## src/rtl/lpb_pkg.sv

```systemverilog
package lpb_pkg;

    typedef enum logic [1:0] {
        OP_APPEND = 2'd0,
        OP_BEGIN  = 2'd1,
        OP_END    = 2'd2,
        OP_REPLAY = 2'd3
    } op_e;

    typedef enum logic [2:0] {
        ERR_NONE       = 3'd0,
        ERR_NESTED     = 3'd1,
        ERR_NO_PREHEAD = 3'd2,
        ERR_NO_LOOP    = 3'd3,
        ERR_EMPTY_BODY = 3'd4,
        ERR_SHORT_BODY = 3'd5,
        ERR_RESTAMP    = 3'd6,
        ERR_FULL       = 3'd7
    } err_e;

endpackage

```

## src/rtl/lpb_store.sv

```systemverilog
module lpb_store #(
    parameter int DEPTH = 16,
    parameter int AW    = 4,
    parameter int CW    = 4,
    parameter int PW    = 16,
    parameter int NRD   = 3
) (
    input  logic                    clk,
    input  logic                    rst_n,
    input  logic                    wr_en,
    input  logic [AW-1:0]           wr_addr,
    input  logic                    wr_flag,
    input  logic [CW-1:0]           wr_cnt,
    input  logic [PW-1:0]           wr_pay,
    input  logic [NRD-1:0][AW-1:0]  rd_addr,
    output logic [NRD-1:0]          rd_flag,
    output logic [NRD-1:0][CW-1:0]  rd_cnt,
    output logic [NRD-1:0][PW-1:0]  rd_pay
);
    localparam logic [AW:0] DEPTH_W = (AW+1)'(DEPTH);

    logic          flag_q [DEPTH];
    logic [CW-1:0] cnt_q  [DEPTH];
    logic [PW-1:0] pay_q  [DEPTH];

    always_ff @(posedge clk or negedge rst_n) begin
        if (!rst_n) begin
            for (int i = 0; i < DEPTH; i++) begin
                flag_q[i] <= 1'b0;
                cnt_q[i]  <= '0;
                pay_q[i]  <= '0;
            end
        end else if (wr_en) begin
            flag_q[wr_addr] <= wr_flag;
            cnt_q[wr_addr]  <= wr_cnt;
            pay_q[wr_addr]  <= wr_pay;
        end
    end

    for (genvar g = 0; g < NRD; g++) begin : g_rd
        logic hit;
        assign hit        = ({1'b0, rd_addr[g]} < DEPTH_W);
        assign rd_flag[g] = hit ? flag_q[rd_addr[g]] : 1'b0;
        assign rd_cnt[g]  = hit ? cnt_q[rd_addr[g]]  : '0;
        assign rd_pay[g]  = hit ? pay_q[rd_addr[g]]  : '0;
    end

endmodule

```

## src/rtl/lpb_builder.sv

```systemverilog
module lpb_builder
    import lpb_pkg::*;
#(
    parameter int DEPTH = 16,
    parameter int AW    = 4,
    parameter int CW    = 4,
    parameter int PW    = 16
) (
    input  logic          clk,
    input  logic          rst_n,
    input  logic          cmd_fire,
    input  op_e           cmd_op,
    input  logic [PW-1:0] cmd_pay,
    input  logic          pre_flag,
    input  logic [PW-1:0] pre_pay,
    output logic [AW-1:0] pre_addr,
    output logic          wr_en,
    output logic [AW-1:0] wr_addr,
    output logic          wr_flag,
    output logic [CW-1:0] wr_cnt,
    output logic [PW-1:0] wr_pay,
    output logic [AW:0]   len,
    output logic          err_valid,
    output logic [2:0]    err_code
);
    localparam logic [AW:0]          FULL      = (AW+1)'(DEPTH);
    localparam logic signed [AW+1:0] HEAD_IDLE = -1;

    typedef enum logic {B_FLAT, B_OPEN} bstate_e;

    bstate_e              state_q, state_d;
    logic signed [AW+1:0] head_q, head_d;
    logic [AW:0]          len_q, len_d;
    err_e                 code_d, code_q;
    logic                 errv_q;
    logic [AW:0]          head_u, body_len;

    assign head_u   = head_q[AW:0];
    assign body_len = len_q - head_u;
    assign pre_addr = AW'(head_u - 1'b1);

    // next state, write port and reason code
    always_comb begin
        state_d = state_q;
        head_d  = head_q;
        len_d   = len_q;
        code_d  = ERR_NONE;
        wr_en   = 1'b0;
        wr_addr = len_q[AW-1:0];
        wr_flag = 1'b0;
        wr_cnt  = '0;
        wr_pay  = cmd_pay;
        if (cmd_fire) begin
            unique case (cmd_op)
                OP_APPEND: begin
                    if (len_q == FULL) code_d = ERR_FULL;
                    else begin
                        wr_en = 1'b1;
                        len_d = len_q + 1'b1;
                    end
                end
                OP_BEGIN: begin
                    if (state_q == B_OPEN)   code_d = ERR_NESTED;
                    else if (len_q == '0)    code_d = ERR_NO_PREHEAD;
                    else begin
                        head_d  = $signed({1'b0, len_q});
                        state_d = B_OPEN;
                    end
                end
                OP_END: begin
                    if (state_q == B_FLAT)            code_d = ERR_NO_LOOP;
                    else if (head_u >= len_q)         code_d = ERR_EMPTY_BODY;
                    else if (body_len < (AW+1)'(2))   code_d = ERR_SHORT_BODY;
                    else if (pre_flag)                code_d = ERR_RESTAMP;
                    else begin
                        wr_en   = 1'b1;
                        wr_addr = pre_addr;
                        wr_flag = 1'b1;
                        wr_cnt  = CW'(body_len - 1'b1);
                        wr_pay  = pre_pay;
                        head_d  = HEAD_IDLE;
                        state_d = B_FLAT;
                    end
                end
                OP_REPLAY: ;
            endcase
        end
    end

    // state register
    always_ff @(posedge clk or negedge rst_n) begin
        if (!rst_n) begin
            state_q <= B_FLAT;
            head_q  <= HEAD_IDLE;
            len_q   <= '0;
            errv_q  <= 1'b0;
            code_q  <= ERR_NONE;
        end else begin
            state_q <= state_d;
            head_q  <= head_d;
            len_q   <= len_d;
            errv_q  <= (code_d != ERR_NONE);
            code_q  <= code_d;
        end
    end

    assign len       = len_q;
    assign err_valid = errv_q;
    assign err_code  = code_q;

    assert_full_R3: assert property (@(posedge clk) disable iff (!rst_n)
        (cmd_fire && cmd_op == OP_APPEND && len_q == FULL)
        |=> (err_valid && err_code == ERR_FULL && $stable(len_q)));

    assert_len_bound_R2: assert property (@(posedge clk) disable iff (!rst_n)
        len_q <= FULL);

    // an open loop always has a preheader inside the recorded range
    assert_head_R5: assert property (@(posedge clk) disable iff (!rst_n)
        (state_q == B_OPEN) |-> (head_u >= (AW+1)'(1) && head_u <= len_q));

    assert_short_stays_open_R7: assert property (@(posedge clk) disable iff (!rst_n)
        (cmd_fire && cmd_op == OP_END && state_q == B_OPEN && head_u < len_q
         && body_len < (AW+1)'(2)) |=> (state_q == B_OPEN && $stable(head_q)));

endmodule

```

## src/rtl/lpb_replay.sv

```systemverilog
module lpb_replay #(
    parameter int AW = 4,
    parameter int CW = 4,
    parameter int TW = 8
) (
    input  logic          clk,
    input  logic          rst_n,
    input  logic          start,
    input  logic [TW-1:0] trips,
    input  logic [AW:0]   prog_len,
    input  logic          cur_flag,
    input  logic [CW-1:0] cur_cnt,
    output logic          busy,
    output logic [AW-1:0] pc
);
    typedef enum logic [1:0] {R_IDLE, R_LINEAR, R_BODY} rstate_e;

    rstate_e       state_q, state_d;
    logic [AW:0]   pc_q, pc_d, bs_q, bs_d, be_q, be_d, nxt_pc;
    logic [TW-1:0] iter_q, iter_d, trips_q, trips_d;

    assign nxt_pc = pc_q + 1'b1;

    always_comb begin
        state_d = state_q;
        pc_d    = pc_q;
        bs_d    = bs_q;
        be_d    = be_q;
        iter_d  = iter_q;
        trips_d = trips_q;
        unique case (state_q)
            R_IDLE: begin
                if (start && prog_len != '0) begin
                    state_d = R_LINEAR;
                    pc_d    = '0;
                    trips_d = trips;
                end
            end
            R_LINEAR, R_BODY: begin
                if (state_q == R_BODY && pc_q == be_q && iter_q > TW'(1)) begin
                    pc_d   = bs_q;
                    iter_d = iter_q - 1'b1;
                end else begin
                    if (state_q == R_BODY && pc_q != be_q) begin
                        state_d = R_BODY;
                    end else if (cur_flag) begin
                        bs_d    = nxt_pc;
                        be_d    = nxt_pc + (AW+1)'(cur_cnt);
                        iter_d  = (trips_q == '0) ? TW'(1) : trips_q;
                        state_d = R_BODY;
                    end else begin
                        state_d = R_LINEAR;
                    end
                    pc_d = nxt_pc;
                    if (nxt_pc == prog_len) state_d = R_IDLE;
                end
            end
            default: state_d = R_IDLE;
        endcase
    end

    always_ff @(posedge clk or negedge rst_n) begin
        if (!rst_n) begin
            state_q <= R_IDLE;
            pc_q    <= '0;
            bs_q    <= '0;
            be_q    <= '0;
            iter_q  <= '0;
            trips_q <= '0;
        end else begin
            state_q <= state_d;
            pc_q    <= pc_d;
            bs_q    <= bs_d;
            be_q    <= be_d;
            iter_q  <= iter_d;
            trips_q <= trips_d;
        end
    end

    assign busy = (state_q != R_IDLE);
    assign pc   = pc_q[AW-1:0];

    assert_exec_range_R10: assert property (@(posedge clk) disable iff (!rst_n)
        busy |-> (pc_q < prog_len));

    assert_iter_live_R10: assert property (@(posedge clk) disable iff (!rst_n)
        (state_q == R_BODY) |-> (iter_q != '0 && be_q < prog_len));

endmodule

```

## src/rtl/loop_prog_builder.sv

```systemverilog
module loop_prog_builder
    import lpb_pkg::*;
#(
    parameter int DEPTH = 16,
    parameter int PW    = 16,
    parameter int TW    = 8,
    localparam int AW   = $clog2(DEPTH),
    localparam int CW   = AW
) (
    input  logic          clk,
    input  logic          rst_n,
    input  logic          cmd_valid,
    input  logic [1:0]    cmd_op,
    input  logic [PW-1:0] cmd_data,
    output logic          err_valid,
    output logic [2:0]    err_code,
    output logic [AW:0]   prog_len,
    input  logic [AW-1:0] rd_addr,
    output logic          rd_flag,
    output logic [CW-1:0] rd_count,
    output logic [PW-1:0] rd_data,
    output logic          exec_valid,
    output logic [AW-1:0] exec_addr,
    output logic [PW-1:0] exec_data
);
    localparam int NRD = 3;

    op_e                   op;
    logic                  busy, accept;
    logic                  wr_en, wr_flag;
    logic [AW-1:0]         wr_addr, pre_addr, pc;
    logic [CW-1:0]         wr_cnt;
    logic [PW-1:0]         wr_pay;
    logic [NRD-1:0][AW-1:0] m_addr;
    logic [NRD-1:0]         m_flag;
    logic [NRD-1:0][CW-1:0] m_cnt;
    logic [NRD-1:0][PW-1:0] m_pay;

    assign op     = op_e'(cmd_op);
    assign accept = cmd_valid && !busy;

    assign m_addr[0] = rd_addr;
    assign m_addr[1] = pre_addr;
    assign m_addr[2] = pc;

    lpb_store #(.DEPTH(DEPTH), .AW(AW), .CW(CW), .PW(PW), .NRD(NRD)) u_store (
        .clk(clk), .rst_n(rst_n),
        .wr_en(wr_en), .wr_addr(wr_addr), .wr_flag(wr_flag), .wr_cnt(wr_cnt), .wr_pay(wr_pay),
        .rd_addr(m_addr), .rd_flag(m_flag), .rd_cnt(m_cnt), .rd_pay(m_pay)
    );

    lpb_builder #(.DEPTH(DEPTH), .AW(AW), .CW(CW), .PW(PW)) u_build (
        .clk(clk), .rst_n(rst_n),
        .cmd_fire(accept), .cmd_op(op), .cmd_pay(cmd_data),
        .pre_flag(m_flag[1]), .pre_pay(m_pay[1]), .pre_addr(pre_addr),
        .wr_en(wr_en), .wr_addr(wr_addr), .wr_flag(wr_flag), .wr_cnt(wr_cnt), .wr_pay(wr_pay),
        .len(prog_len), .err_valid(err_valid), .err_code(err_code)
    );

    lpb_replay #(.AW(AW), .CW(CW), .TW(TW)) u_play (
        .clk(clk), .rst_n(rst_n),
        .start(accept && op == OP_REPLAY), .trips(cmd_data[TW-1:0]),
        .prog_len(prog_len), .cur_flag(m_flag[2]), .cur_cnt(m_cnt[2]),
        .busy(busy), .pc(pc)
    );

    assign rd_flag    = m_flag[0];
    assign rd_count   = m_cnt[0];
    assign rd_data    = m_pay[0];
    assign exec_valid = busy;
    assign exec_addr  = pc;
    assign exec_data  = m_pay[2];

    assert_ignore_busy_R12: assert property (@(posedge clk) disable iff (!rst_n)
        busy |=> ($stable(prog_len) && !err_valid));

endmodule

```

## config.mk

```make
export PLATFORM = sky130hd
export DESIGN_NAME = loop_prog_builder
export DESIGN_NICKNAME = d
export VERILOG_FILES = /design/src/rtl/lpb_pkg.sv /design/src/rtl/lpb_store.sv /design/src/rtl/lpb_builder.sv /design/src/rtl/lpb_replay.sv /design/src/rtl/loop_prog_builder.sv
export SDC_FILE = /design/constraint.sdc
export NUM_CORES = 1
export LEC_CHECK = 0
export ABC_AREA = 1
export BUFFER_PORTS_ARGS = -buffer_cell sky130_fd_sc_hd__buf_4
export CORE_MARGIN = 3
export CORE_UTILIZATION = 35
export CTS_BUF_LIST = sky130_fd_sc_hd__clkbuf_16
export DETAILED_ROUTE_END_ITERATION = 12
export HOLD_SLACK_MARGIN = 0.03
export PLACE_DENSITY = 0.48
export SETUP_SLACK_MARGIN = 0.05
export SYNTH_ARGS = -nofsm -noshare
export SYNTH_HDL_FRONTEND = slang
export SYNTH_SLANG_ARGS = --single-unit
```

## constraint.sdc

```tcl
create_clock -name clk -period 8 [get_ports clk]
set_clock_uncertainty 0.1 [all_clocks]
set_input_delay 0.4 -clock clk [delete_from_list [all_inputs] [get_ports clk]]
set_output_delay 0.4 -clock clk [all_outputs]
set_load 0.005 [all_outputs]
```

==> flow_metrics.tcl, run 1 <==
set metrics [dict create \
    status "finished, final reports clean" \
    arrival_ps 6370 \
    initial_utilization_pct 35.70 \
    worstRegToRegCells 14 \
    initialDrtViolationCount 2784 \
    pin_count 76 \
    multi_input_area_um2 13400 \
    num_antenna_cells 0 \
    crit_type "register to register" \
    cellPowerDensity_nw_per_um2 393.6 \
    grt_pass1_vias 24810 \
    top_layer_used "met5" \
    synth_most_common_cell "nand2_1" \
    regArea_um2 9629 \
    clock_latency_ps 600 \
    cts.sinks 384 \
    synth_flop_cell "dfrtp_1" \
    async_flop_share_pct 100.0 \
    port-buffer-count 75 \
    num_vias 26130 \
    final-hold-violation-count 0 \
    worstMarginPinSlew_ps 1250 \
    wl_met1_mm 48.54 \
    synthCells 3757 \
    row_count 97 \
    route.detailed.drc 0 \
    core_um2 70880 \
    wl_per_cell_um 23.76 \
    critPathLaunchType "register" \
    timing.rr.end "u_store.pay_q[242]" \
    setup_viol 0 \
    ys_types 42 \
    synth_seq_cells 384 \
    clkPwrFrac_pct 20.6 \
    worstPathMaxFanout 48 \
    dr.pass1.iters 6 \
    cts.hold.buffers_added 6 \
    reg2reg_setup_slack_ps 2020 \
    cts_htree_levels 2 \
    total_power_mw 10.92 \
    cts.clk_slew.worst_paths_ps 60 \
    cts_resized 0 \
    synth_edf_count 0 \
    dieWidth_um 274.9 \
    drt_wl_total_mm 109.3 \
    cts_setup_buffers 0 \
    met3RoutedLength_mm 8.278 \
    synth.area.top_cells "dfrtp_1, nand2_1, o21ai_0" \
    syn_area_per_cell_um2 6.735 \
    p_comb_share_pct 51.7 \
    leakage_nw 13.15 \
    synth_top_area_cell "dfrtp_1" \
    cts_tree "built" \
    vdd_drop_max_mv 0.2688 \
    path_cells "inv_4, ha_4, nand3_1, nand3_1, nand3_2, nand2_4, nand4_4, nand2_1, nand2_1, nor2_4, buf_4, nand2_1, nand2_1, nand2_1" \
    vias_per_cell 5.680 \
    maxCapViolations 0 \
    drive_above_1_share_pct 6.694 \
    ant_nets 0 \
    synth-seq-area-share_pct 38.00 \
    area_delta_synth_final_pct 9.678 \
    min_period_over_period_pct 74.72 \
    syn_area_um2 25300 \
    nFillCells 7674 \
    crit_slowest_cell "dfstp_4" \
    internal-power_mw 5.484 \
    grt_setup_unrepaired "no" \
    cts_made_buffers 50 \
    grt_antenna_before_repair 1 \
    grt_pass1_wl_mm 164.7 \
    slew_headroom_pct 16.57 \
    hold_end "u_play.trips_q[7]" \
    finalSetupTns_ps 0 \
    nNetsFinal 3673 \
    power.switching_mw 5.439 \
    min_period_ps 5978 \
    clockBufferDepth 3 \
    yosys.area.top_type_share_pct 37.48 \
    whs_path_depth 3 \
    yosys-top-cells-count "nand2_1, o21ai_0, nand3_1" \
    swShare_pct 49.80 \
    cp-end-kind "register" \
    die_h_um 274.9 \
    worstHoldStart "cmd_data[7]" \
    die_area_um2 75550 \
    route.met2.wl_mm 49.11 \
    slew_violations 0 \
    grtUsageTotal_pct 28.73 \
    routabilityCongestion 0.8269 \
    dp_hpwl_mm 62.85 \
    yosys_warnings 0 \
    syn_nets 3807 \
    worstReg2RegStart "u_build.head_q[0]" \
    crit_start "u_build.head_q[0]" \
    grt_max_degree 173 \
    fmax_ghz 0.1673 \
    cp.required_ps 8390 \
    hp-class "primary input to register" \
    cpMostUsedCell "nand2_1" \
    seqPwrFrac_pct 27.7 \
    grt_remaining_overflow 0 \
    max_stage_delay_ps 930 \
    root_buffer "clkbuf_16" \
]
==> state kept, by name, summed over array words and instances (netlist names) <==
signal / count
u_play.pc_q: 5
u_build.state_q: 1
u_play.state_q: 2
u_store.pay_q: 256
u_play.be_q: 5
u_play.iter_q: 8
u_build.err_valid: 1
u_build.head_q: 5
u_store.cnt_q: 64
u_build.err_code: 3
u_build.len: 5
u_play.trips_q: 8
u_store.flag_q: 16
u_play.bs_q: 5
==> cell usage in the layout, fill, tap and decap left out, drive strengths merged, types with 2 or more instances in the layout <==
cell         instances
inv                252
nor4                 2
fa                   2
buf                125
dlygate4sd3          6
dfstp                5
clkinv              29
nand3              385
o221ai              34
nor2               152
nand3b               2
bufinv               5
o211ai              97
ha                  23
or2                  5
mux2i                7
o21bai               2
o22ai               25
xor2                14
dfrtp              379
nand2             1187
xnor2                7
a21oi              314
clkbuf              51
o31ai               19
nand4               11
o21ai              456
nor3                40
a31oi                4
o32ai               16
==> power by group through the flow <==
stage	Combinational, mW	Sequential [mW]	Clock (mW)
2_1_floorplan	3.88	2.78	0
3_3_place_gp	5.57	3.05	0
3_5_place_dp	5.58	3.03	0
4_1_cts	5.59	3.01	2.29
5_1_grt	6.26	3.10	2.37
6_report	5.64	3.03	2.25
==> routing by layer <==
metal,GRT usage (%),up-vias
met1,40.35,12610
met4,8.963,2
met5,0,-
met2,45.71,1052
li1,-,12270
met3,4.108,190
==> cell families (layout without fill, tap and decap cells) <==
| logic type | count (synthesis) | in the layout | share of synthesized area, % |
|---|---|---|---|
| compound gates | 970 | 970 | 21.28 |
| fa+ha+maj | 25 | 25 | 1.296 |
| simple gates | 1784 | 1784 | 29.17 |
| mux | 7 | 7 | 0.2769 |
| flops | 384 | 384 | 38.00 |
| buf+inv | 566 | 469 | 9.247 |
| xor+xnor | 21 | 21 | 0.7269 |
==> worst max-delay path: cells and delay by family, from the launching register on <==
kind	cells	cell delay, ps
adders and majority gates	1	700
DFF	1	930
buffers and inverters	2	620
and+or+nand+nor	11	3440
==> cell type report <==
class                           instances  area share [%]
Clock buffer                           51           4.599
Clock inverter                         38           1.055
Inverter                              249           3.391
Multi-Input combinational cell       2807           48.28
Sequential cell                       384           34.70
Tap cell                              940           4.238
Timing Repair Buffer                  131           3.742
==> stage by stage <==
stage	cells	hold WS [ps]	utilization [%]	instance area (um2)	worst slack [ps]
CTS	4600	40.48	39.15	27750	2066
global route	4600	67.54	39.15	27750	1675
detailed placement	4505	311.3	36.85	26120	2081
global placement	4505	311.6	36.85	26120	2281
finish	4600	80.14	39.15	27750	2022
floorplan	3757	4.409	-	25300	4664
==> how the worst max path moves through the flow <==
stage	cells after the start	slack (ps)	end
after floorplan	20	4660	u_store.flag_q[15]
after global placement	14	2280	u_store.pay_q[193]
after detailed placement	14	2080	u_store.pay_q[242]
after CTS	14	2070	u_store.pay_q[242]
after global routing	14	1680	u_store.pay_q[241]
final	14	2020	u_store.pay_q[242]
(Power assumes the default switching activity.)
==> run 2: changes to the inputs <==
- clock period: 8 -> 6.1 ns (I/O delays scaled with it)
==> run 2 against run 1 <==
Compared with the run above: die area did not move; setup slack got worse by 1200 ps; first-iteration DRC count rose by 2.7%; sequential share of layout area fell by 0.34 points; critical endpoint is now u_store.pay_q[9]; critical path depth did not move; fmax rose by 13%; global-route usage rose by 0.68 points; cell count rose by 0.43%; clock power rose by 41%; worst hold slack got worse by 11 ps; routed wire length rose by 2.6%.
==> flow_metrics.tcl, run 2 (synthesized netlist as in run 1, its figures left out) <==
set metrics [dict create \
    final_cell_mix "nand2_1, o21ai_0, nand3_1, dfrtp_1, a21oi_1" \
    port-buffer-count 75 \
    worst_slack_ps 789.6 \
    final-hold-violation-count 0 \
    critPathLaunchType "register" \
    clock_latency_ps 610 \
    ant_nets 0 \
    cp-end-kind "register" \
    worstPathMaxFanout 41 \
    cts_tree "built" \
    cts_resized 0 \
    core_um2 70880 \
    final_util_pct 39.54 \
    leakage_nw 13.29 \
    slew_violations 0 \
    p_comb_share_pct 51.7 \
    num_vias 26290 \
    reg.largest.list "u_store.pay_q: 256 flops, u_store.cnt_q: 64 flops, u_store.flag_q: 16 flops" \
    grt_remaining_overflow 0 \
    swShare_pct 49.24 \
    status "finished, final reports clean" \
    slew_headroom_pct 22.91 \
    grt_max_degree 194 \
    pin_count 76 \
    cts.clk_slew.worst_paths_ps 70 \
    vdd_drop_max_mv 0.4344 \
    drt_wl_total_mm 112.2 \
    crit_type "register to register" \
    routabilityCongestion 0.8275 \
    clockBufferDepth 3 \
    arrival_ps 5700 \
    cts_htree_levels 2 \
    cts.sinks 384 \
    grt_pass1_wl_mm 167.4 \
    dp.cells 4517 \
    seqPwrFrac_pct 26.6 \
    nNetsFinal 3688 \
    grtUsageTotal_pct 29.40 \
    power.switching_mw 7.196 \
    area_delta_synth_final_pct 10.77 \
    grt_setup_unrepaired "no" \
    min_period_over_period_pct 87.06 \
    worstRegToRegCells 14 \
    initialDrtViolationCount 2859 \
    worstMarginPinSlew_ps 1156 \
    die_h_um 274.9 \
    dr.pass1.iters 5 \
    final_common_cell "nand2_1" \
    num_antenna_cells 0 \
    regArea_um2 9629 \
    min_period_ps 5310 \
    dp_slack_ps 890.1 \
    dp_hpwl_mm 64.57 \
    hp-class "primary input to register" \
    cts_setup_buffers 0 \
    regMostFlops "u_store.pay_q" \
    maxCapViolations 0 \
    multi_input_area_um2 13400 \
    cp.required_ps 6490 \
    wl_met1_mm 49.58 \
    met3RoutedLength_mm 9.334 \
    place_area_um2 26220 \
    whs_path_depth 4 \
    cts_made_buffers 50 \
    internal-power_mw 7.417 \
    hold_ws_ps 69.49 \
    largest_reg_flops 256 \
    grt_pass1_vias 24750 \
    grt_antenna_before_repair 0 \
    clkPwrFrac_pct 21.7 \
    route.met2.wl_mm 49.43 \
    wl_per_cell_um 24.28 \
    row_count 97 \
    vias_per_cell 5.691 \
    total_power_mw 14.61 \
    setup_viol 0 \
    final_area_um2 28030 \
    top_layer_used "met4" \
    cellPowerDensity_nw_per_um2 521.4 \
    fmax_ghz 0.1883 \
    nFillCells 7614 \
    finalSetupTns_ps 0 \
    fin_cells 4620 \
    initial_utilization_pct 35.70 \
    route.detailed.drc 0 \
    drive_above_1_share_pct 7.228 \
    root_buffer "clkbuf_16" \
    dieWidth_um 274.9 \
    die_area_um2 75550 \
]
-- run 2: cell types whose count changed in the layout (fill, tap and decap cells not counted), moves of 3 or more --
cell / change
buf_4: +11
bufinv_16: +3
clkinv_2: +4
dlygate4sd3_1: +3
-- run 2: critical path: stages (launching register included) --
cell and delay [ps]:
dfstp_4 650, inv_4 160, ha_4 680, nand3_1 150, nand3_1 150, nand3_2 110
nand2_4 140, nand4_4 350, nand2_1 400, nand2_1 200, nor2_4 700, nand2_1 700
buf_4 490, nand2_1 110, nand2_1 50
-- run 2: final timing paths --
| path | from | endpoint | slack [ps] |
|---|---|---|---|
| max | u_build.head_q[0] | u_store.pay_q[9] | 790 |
| min | cmd_op[1] | u_build.err_code[2] | 70 |
| max reg2reg | u_build.head_q[0] | u_store.pay_q[9] | 790 |
| min reg2reg | u_store.pay_q[59] | u_store.pay_q[59] | 370 |
| max in group asynchronous | rst_n | u_store.pay_q[57] | 4400 |
| min in group asynchronous | rst_n | u_play.bs_q[1] | 180 |
-- run 2: power groups by stage --
stage	logic [mW]	clock network (mW)	registers [mW]
6_report	7.55	3.18	3.89
5_1_grt	8.37	3.32	3.97
4_1_cts	7.45	3.22	3.86
3_5_place_dp	7.43	0	3.90
3_3_place_gp	7.43	0	3.92
2_1_floorplan	5.09	0	3.64
-- run 2: per-layer routing --
metal	up-vias	track usage (%)
li1	12310	-
met1	12570	41.84
met2	1208	45.90
met3	205	4.212
met4	0	9.658
met5	-	0
-- run 2: repair_timing --
item	4_1_cts	5_1_grt
hold endpoints to repair	97	0
setup endpoints to repair	0	0
hold buffers	9	0
-- run 2: area by class of cell --
cell class | count | share of cell area (%)
Clock inverter | 41 | 1.379
Multi-Input combinational cell | 2807 | 47.80
Timing Repair Buffer | 146 | 4.179
Sequential cell | 384 | 34.36
Clock buffer | 53 | 4.732
Tap cell | 940 | 4.196
Inverter | 249 | 3.357
